<file path="src/rtl/pwrup_seq_pkg.sv">
`timescale 1ns/1ps
package pwrup_seq_pkg;

  localparam int PWR_W        = 32;
  localparam int BIT_L2STBY   = 18;
  localparam int BIT_SLPRET   = 19;
  localparam int BIT_IOCLAMP  = 20;
  localparam int BIT_WLCLAMP  = 21;
  localparam int BIT_MEMCLAMP = 22;
  localparam int BIT_HEADSW   = 24;
  localparam int BIT_LDOBYP   = 25;

  localparam int RST_STOP = 0;
  localparam int RST_CORE = 1;
  localparam int RST_BUS  = 2;

  localparam logic [PWR_W-1:0] PWR_RESET_IMG =
      (PWR_W'(1) << BIT_IOCLAMP) | (PWR_W'(1) << BIT_WLCLAMP) | (PWR_W'(1) << BIT_MEMCLAMP);

  typedef enum logic [3:0] {
    ST_IDLE, ST_ASSERT, ST_XO, ST_POLL, ST_HEADSW, ST_HEADSW_WAIT,
    ST_LDO, ST_MEMCLAMP, ST_RET, ST_BANK, ST_BANK_WAIT,
    ST_WLCLAMP, ST_IOCLAMP, ST_CORE, ST_CLK, ST_RUN
  } seqState_t;

  typedef struct packed {
    logic loadVec;
    logic abort;
    logic setRst;
    logic setXo;
    logic setHeadSw;
    logic setLdo;
    logic clrMemClamp;
    logic setRet;
    logic bankOn;
    logic clrWlClamp;
    logic clrIoClamp;
    logic relCore;
    logic setClk;
    logic relStop;
  } seqStrobe_t;

endpackage

</file>
<file path="src/rtl/pwrup_seq_ctrl.sv">
`timescale 1ns/1ps
module pwrup_seq_ctrl
  import pwrup_seq_pkg::*;
#(
  parameter int NUM_BANKS  = 20,
  parameter int POLL_LIMIT = 200,
  parameter int SETTLE_US  = 1,
  localparam int BANK_W    = (NUM_BANKS > 1) ? $clog2(NUM_BANKS) : 1
) (
  input  logic              clk,
  input  logic              rstN,
  input  logic              usTick,
  input  logic              startReq,
  input  logic              clkOffStat,
  output seqStrobe_t        strobe,
  output logic [BANK_W-1:0] bankIdx,
  output logic              busy
);

  localparam int PCNT_W = (POLL_LIMIT > 1) ? $clog2(POLL_LIMIT) : 1;
  localparam int WCNT_W = $clog2(SETTLE_US + 1);

  seqState_t         state, stateNxt;
  logic [PCNT_W-1:0] pollCnt;
  logic [WCNT_W-1:0] waitCnt;
  logic              pollLast, waitLast;

  assign pollLast = (pollCnt == PCNT_W'(POLL_LIMIT - 1));
  assign waitLast = (waitCnt == WCNT_W'(SETTLE_US - 1));
  assign busy     = (state != ST_IDLE);

  always_comb begin
    strobe   = '0;
    stateNxt = state;
    case (state)
      ST_IDLE:        if (startReq) begin strobe.loadVec = 1'b1; stateNxt = ST_ASSERT; end
      ST_ASSERT:      begin strobe.setRst = 1'b1; stateNxt = ST_XO; end
      ST_XO:          begin strobe.setXo = 1'b1; stateNxt = ST_POLL; end
      ST_POLL: begin
        if (usTick) begin
          if (!clkOffStat) stateNxt = ST_HEADSW;
          else if (pollLast) begin strobe.abort = 1'b1; stateNxt = ST_IDLE; end
        end
      end
      ST_HEADSW:      begin strobe.setHeadSw = 1'b1; stateNxt = ST_HEADSW_WAIT; end
      ST_HEADSW_WAIT: if (usTick && waitLast) stateNxt = ST_LDO;
      ST_LDO:         begin strobe.setLdo = 1'b1; stateNxt = ST_MEMCLAMP; end
      ST_MEMCLAMP:    begin strobe.clrMemClamp = 1'b1; stateNxt = ST_RET; end
      ST_RET:         begin strobe.setRet = 1'b1; stateNxt = ST_BANK; end
      ST_BANK:        begin strobe.bankOn = 1'b1; stateNxt = ST_BANK_WAIT; end
      ST_BANK_WAIT:   if (usTick && waitLast) stateNxt = (bankIdx == '0) ? ST_WLCLAMP : ST_BANK;
      ST_WLCLAMP:     begin strobe.clrWlClamp = 1'b1; stateNxt = ST_IOCLAMP; end
      ST_IOCLAMP:     begin strobe.clrIoClamp = 1'b1; stateNxt = ST_CORE; end
      ST_CORE:        begin strobe.relCore = 1'b1; stateNxt = ST_CLK; end
      ST_CLK:         begin strobe.setClk = 1'b1; stateNxt = ST_RUN; end
      ST_RUN:         begin strobe.relStop = 1'b1; stateNxt = ST_IDLE; end
      default:        stateNxt = ST_IDLE;
    endcase
  end

  always_ff @(posedge clk or negedge rstN) begin
    if (!rstN) begin
      state   <= ST_IDLE;
      pollCnt <= '0;
      waitCnt <= '0;
      bankIdx <= '0;
    end else begin
      state <= stateNxt;
      if (state == ST_XO) pollCnt <= '0;
      else if (state == ST_POLL && usTick) pollCnt <= pollCnt + 1'b1;
      if (state == ST_HEADSW || state == ST_BANK) waitCnt <= '0;
      else if ((state == ST_HEADSW_WAIT || state == ST_BANK_WAIT) && usTick) waitCnt <= waitCnt + 1'b1;
      if (state == ST_RET) bankIdx <= BANK_W'(NUM_BANKS - 1);
      else if (state == ST_BANK_WAIT && usTick && waitLast && bankIdx != '0) bankIdx <= bankIdx - 1'b1;
    end
  end


  poll_bound_chk: assert property (@(posedge clk) disable iff (!rstN)
    (state == ST_POLL) |-> (pollCnt < PCNT_W'(POLL_LIMIT)));

endmodule

</file>
<file path="src/rtl/pwrup_seq_dp.sv">
`timescale 1ns/1ps
module pwrup_seq_dp
  import pwrup_seq_pkg::*;
#(
  parameter int NUM_BANKS = 20,
  parameter int ADDR_W    = 32,
  localparam int BANK_W   = (NUM_BANKS > 1) ? $clog2(NUM_BANKS) : 1,
  localparam int VEC_W    = ADDR_W - 4
) (
  input  logic                 clk,
  input  logic                 rstN,
  input  seqStrobe_t           strobe,
  input  logic [BANK_W-1:0]    bankIdx,
  input  logic [ADDR_W-1:0]    bootAddr,
  output logic [2:0]           rstCtl,
  output logic                 xoClkEn,
  output logic [PWR_W-1:0]     pwrCtl,
  output logic [NUM_BANKS-1:0] memBankEn,
  output logic                 coreClkEn,
  output logic [VEC_W-1:0]     bootVec,
  output logic                 seqDone,
  output logic                 seqErr
);

  always_ff @(posedge clk or negedge rstN) begin
    if (!rstN) begin
      rstCtl    <= '0;
      xoClkEn   <= 1'b0;
      pwrCtl    <= PWR_RESET_IMG;
      memBankEn <= '0;
      coreClkEn <= 1'b0;
      bootVec   <= '0;
      seqDone   <= 1'b0;
      seqErr    <= 1'b0;
    end else begin
      if (strobe.loadVec || strobe.abort) begin
        rstCtl    <= '0;
        xoClkEn   <= 1'b0;
        pwrCtl    <= PWR_RESET_IMG;
        memBankEn <= '0;
        coreClkEn <= 1'b0;
        seqDone   <= 1'b0;
        seqErr    <= strobe.abort;
        bootVec   <= strobe.loadVec ? bootAddr[ADDR_W-1:4] : '0;
      end
      if (strobe.setRst)      rstCtl <= 3'b111;
      if (strobe.setXo)       xoClkEn <= 1'b1;
      if (strobe.setHeadSw)   pwrCtl[BIT_HEADSW] <= 1'b1;
      if (strobe.setLdo)      pwrCtl[BIT_LDOBYP] <= 1'b1;
      if (strobe.clrMemClamp) pwrCtl[BIT_MEMCLAMP] <= 1'b0;
      if (strobe.setRet) begin
        pwrCtl[BIT_L2STBY] <= 1'b1;
        pwrCtl[BIT_SLPRET] <= 1'b1;
      end
      if (strobe.bankOn)      memBankEn[bankIdx] <= 1'b1;
      if (strobe.clrWlClamp)  pwrCtl[BIT_WLCLAMP] <= 1'b0;
      if (strobe.clrIoClamp)  pwrCtl[BIT_IOCLAMP] <= 1'b0;
      if (strobe.relCore)     rstCtl[RST_CORE] <= 1'b0;
      if (strobe.setClk)      coreClkEn <= 1'b1;
      if (strobe.relStop) begin
        rstCtl[RST_STOP] <= 1'b0;
        seqDone          <= 1'b1;
      end
    end
  end


  bank_step_chk: assert property (@(posedge clk) disable iff (!rstN)
    (!$stable(memBankEn) && memBankEn != '0) |->
      ($countones(memBankEn) == $countones($past(memBankEn)) + 1));


  ldo_after_headsw_chk: assert property (@(posedge clk) disable iff (!rstN)
    $rose(pwrCtl[BIT_LDOBYP]) |-> pwrCtl[BIT_HEADSW]);


  err_quiet_chk: assert property (@(posedge clk) disable iff (!rstN)
    seqErr |-> (memBankEn == '0 && !xoClkEn && !coreClkEn && !seqDone));

endmodule

</file>
<file path="src/rtl/pwrup_seq.sv">
`timescale 1ns/1ps
module pwrup_seq
  import pwrup_seq_pkg::*;
#(
  parameter int NUM_BANKS  = 20,
  parameter int POLL_LIMIT = 200,
  parameter int SETTLE_US  = 1,
  parameter int ADDR_W     = 32
) (
  input  logic                 clk,
  input  logic                 rstN,
  input  logic                 usTick,
  input  logic                 startReq,
  input  logic [ADDR_W-1:0]    bootAddr,
  input  logic                 clkOffStat,
  output logic [2:0]           rstCtl,
  output logic                 xoClkEn,
  output logic [31:0]          pwrCtl,
  output logic [NUM_BANKS-1:0] memBankEn,
  output logic                 coreClkEn,
  output logic [ADDR_W-5:0]    bootVec,
  output logic                 seqDone,
  output logic                 seqErr
);

  localparam int BANK_W = (NUM_BANKS > 1) ? $clog2(NUM_BANKS) : 1;

  seqStrobe_t        strobe;
  logic [BANK_W-1:0] bankIdx;
  logic              busy;

  pwrup_seq_ctrl #(
    .NUM_BANKS(NUM_BANKS), .POLL_LIMIT(POLL_LIMIT), .SETTLE_US(SETTLE_US)
  ) uCtrl (
    .clk(clk), .rstN(rstN), .usTick(usTick), .startReq(startReq),
    .clkOffStat(clkOffStat), .strobe(strobe), .bankIdx(bankIdx), .busy(busy)
  );

  pwrup_seq_dp #(
    .NUM_BANKS(NUM_BANKS), .ADDR_W(ADDR_W)
  ) uDp (
    .clk(clk), .rstN(rstN), .strobe(strobe), .bankIdx(bankIdx), .bootAddr(bootAddr),
    .rstCtl(rstCtl), .xoClkEn(xoClkEn), .pwrCtl(pwrCtl), .memBankEn(memBankEn),
    .coreClkEn(coreClkEn), .bootVec(bootVec), .seqDone(seqDone), .seqErr(seqErr)
  );


  busy_start_chk: assert property (@(posedge clk) disable iff (!rstN)
    (busy && startReq) |=> $stable(bootVec));


  clk_after_core_chk: assert property (@(posedge clk) disable iff (!rstN)
    $rose(coreClkEn) |-> !rstCtl[RST_CORE]);


  done_state_chk: assert property (@(posedge clk) disable iff (!rstN)
    $rose(seqDone) |-> (&memBankEn && coreClkEn && rstCtl == 3'b100));

endmodule

</file>
<file path="config.mk">
export PLATFORM = sky130hd
export DESIGN_NAME = pwrup_seq
export DESIGN_NICKNAME = d
export VERILOG_FILES = /design/src/rtl/pwrup_seq_pkg.sv /design/src/rtl/pwrup_seq_ctrl.sv /design/src/rtl/pwrup_seq_dp.sv /design/src/rtl/pwrup_seq.sv
export SDC_FILE = /design/constraint.sdc
export NUM_CORES = 1
export LEC_CHECK = 0
export ABC_AREA = 1
export BUFFER_PORTS_ARGS = -buffer_cell sky130_fd_sc_hd__buf_2
export CORE_MARGIN = 5
export CORE_UTILIZATION = 25
export CTS_BUF_LIST = sky130_fd_sc_hd__clkbuf_4 sky130_fd_sc_hd__clkbuf_8 sky130_fd_sc_hd__clkbuf_16
export DETAILED_ROUTE_END_ITERATION = 7
export PLACE_DENSITY = 0.46
export SYNTH_ARGS = -nofsm -noshare
export SYNTH_HDL_FRONTEND = slang
export SYNTH_SLANG_ARGS = --single-unit
</file>
<file path="constraint.sdc">
create_clock -name clk -period 1.71 [get_ports clk]
set_clock_uncertainty 0.15 [all_clocks]
set_input_delay 0.513 -clock clk [delete_from_list [all_inputs] [get_ports clk]]
set_output_delay 0.513 -clock clk [all_outputs]
set_load 0.01 [all_outputs]
</file>
==> flow_metrics.py <==
metrics = {
    "outcome": {
        "status": "completed",
    },
    "worst_setup_path": {
        "cp_data_arrival_time_ps": 990,
        "required_ps": 1050,
        "r2r_slack_ps": 90,
        "start_kind": "flop",
        "critical-path-max-stage-delay_ps": 520,
        "crit_fanout": 2,
        "worstSetupEndpointType": "output pin",
        "critPathBufInv": 1,
        "crit_chain": "buf_2",
        "slowest_stage": "dfstp_2",
        "crit_type": "reg -> out",
        "critPathTopFamily": "flip-flops",
    },
    "power": {
        "netSwitchingFraction_pct": 37.7,
        "seqPwrFrac_pct": 36.6,
        "switchingPower_mw": 3.18,
        "ir_drop_uv": 603,
        "total_leakage_power_nw": 2.66,
        "power_density_mw_per_mm2": 1720,
        "pwr-share-comb_pct": 38.7,
        "p_int_mw": 5.26,
        "power.total_mw": 8.44,
        "power.share.clock_pct": 24.7,
    },
    "cts": {
        "cts_buffer_depth": 2,
        "clkLatencyLatePin_ps": 340,
        "htree_levels": 3,
        "cts_sinks": 79,
        "cts.reportedPaths.clkPinSlew_ps": 60,
        "cts_inserted_buffers": 9,
        "cts-root-buf": "clkbuf_16",
        "cts_tree": "built",
    },
    "placement": {
        "place_area_mm2": 0.00444,
        "gp_congestion": 0.748,
        "dp_hpwl_um": 7370,
        "io_buffers": 94,
    },
    "floorplanning": {
        "chipHeight_um": 132,
        "num_io_pins": 124,
        "rows": 44,
        "start_util_pct": 25.6,
        "die_w_um": 132,
        "die-area_mm2": 0.0175,
        "design.core.area_mm2": 0.0146,
    },
    "timing": {
        "rsz0062_at_grt": "yes",
        "setup_viol": 0,
        "totalNegativeSetupSlack_ps": 0,
        "final.period_utilization_pct": 96.9,
        "slew_violations": 0,
        "fmax_mhz": 604,
        "holdWs_ps": 229,
        "hold_viol": 0,
        "fin_crit_ps": 1660,
    },
    "grt": {
        "antenna_found_initial": 0,
        "track_usage_pct": 11.0,
        "grt_pass1_wl_um": 15700,
        "grt_overflow": 0,
        "grt_pass1_vias": 3032,
        "grt_max_degree": 30,
    },
    "synth": {
        "synth.distinct_cells": 26,
        "syn_area_mm2": 0.00373,
        "syn_avg_cell_area_um2": 8.51,
        "yosys_warnings": 0,
        "ys_top_cells_by_count": "124 x nand2_1, 76 x dfrtp_1, 72 x nand3_1",
        "synth.most_common_cell": "nand2_1",
        "synthCells": 439,
        "synth-seq-area-share_pct": 53.0,
        "ys.flop_type": "dfrtp_1",
        "synth-edff-count": 0,
        "ys_async_sr_fraction_pct": 100,
        "synth-seq-cells": 79,
        "synth_top_area_share_pct": 50.9,
        "yosysTopAreaCell": "dfrtp_1",
        "ys_top_cells_by_area": "dfrtp_1 51%, nand2_1 12%, nand3_1 9.6%",
    },
    "drt": {
        "postRouteAntennaNets": 0,
        "vias": 3224,
        "via_per_inst": 4.32,
        "drc_errors": 0,
        "firstDrtPassIters": 4,
        "wl_um": 10000,
        "dr.first_iter.drc_count": 248,
        "wl_per_cell_um": 13.5,
    },
    "cells_and_area": {
        "n_antenna_cell": 0,
        "drive_above_1_share_pct": 29.2,
        "post-route-cell-area_mm2": 0.00492,
        "multi_input_area_mm2": 0.00148,
        "area_growth_pct": 31.8,
        "regArea_mm2": 0.00198,
        "nFillCells": 1548,
        "nets": 600,
    },
    "flow_run": {
        "drv_cap": 0,
    },
    "min_path": {
        "hold_path.class": "in -> reg",
    },
}
## logic make-up (layout without fill, tap and decap cells)
group | count (synthesis) | count (layout) | synth area share, %
other cells | 1 | 25 | 0.100
buf+inv | 75 | 174 | 11.1
flops | 79 | 79 | 53.0
xor+xnor | 2 | 2 | 0.469
compound gates | 39 | 39 | 5.36
simple gates | 237 | 237 | 28.0
fa+ha+maj | 6 | 6 | 2.01
## placed cells by master (no fill, tap or decap), types with 10 or more instances in the layout
| master | n |
|---|---|
| nand2_1 | 123 |
| buf_2 | 93 |
| dfrtp_1 | 76 |
| nand3_1 | 70 |
| inv_1 | 28 |
| conb_1 | 25 |
| o21ai_0 | 23 |
| buf_4 | 20 |
| nor2_1 | 19 |
| clkbuf_16 | 10 |
## state kept, by name (all words and copies together) (netlist names)
| name | count |
|---|---|
| uDp.bootVec | 28 |
| uDp.memBankEn | 20 |
| uCtrl.pollCnt | 8 |
| uDp.pwrCtl | 6 |
| uCtrl.bankIdx | 5 |
| uCtrl.state | 4 |
| uDp.rstCtl | 3 |
| uCtrl.waitCnt | 1 |
| uDp.coreClkEn | 1 |
| uDp.seqDone | 1 |
| uDp.seqErr | 1 |
| uDp.xoClkEn | 1 |
## metal layers
layer	wire [um]	global-route usage, %
met2	4660	17.2
met1	4650	14.4
met5	0	0
met3	548	2.75
met4	186	5.26
## worst paths after layout
check	cells past startpoint	endpoint	startpoint
worst max-delay path	1	pwrCtl[20]	uDp.pwrCtl[20]
worst min-delay path	3	uDp.bootVec[22]	bootAddr[26]
worst max register to register	7	uCtrl.waitCnt	uCtrl.state[1]
worst min register to register	2	uDp.seqErr	uDp.seqErr
max in group asynchronous	3	uDp.pwrCtl[20]	rstN
min in group asynchronous	2	uDp.memBankEn[5]	rstN
## through the flow
step	instances	worst slack (ps)	utilization, %
3_3_place_gp	724	-29.3	30.5
3_5_place_dp	724	-44.9	30.5
5_1_grt	746	-45.9	33.7
6_report	746	53.3	33.7
2_1_floorplan	463	179	-
4_1_cts	741	31.7	32.8
## final cells by class
cell class	instances	share of cell area, %
clock buffer	10	4.86
clock inverter	6	1.70
inverter	35	2.72
multi-input combinational	309	30.0
sequential	79	40.2
tap	184	4.68
timing repair buffer	123	15.8
## power by group through the flow
stage,sequential [mW],clock [mW],combinational [mW]
after global routing,3.20,2.22,3.65
final,3.09,2.09,3.26
after CTS,3.09,2.15,3.22
after floorplan,3.39,0,1.55
after detailed placement,3.12,0,3.21
after global placement,3.09,0,3.17
## repair_timing
action	4_1_cts	5_1_grt
resized for setup	1	32
buffers inserted	0	3
hold endpoints to repair	13	0
gates cloned	0	2
setup endpoints to repair	28	65
hold buffers	1	0
No activity file was read; power rests on OpenSTA's default activity.
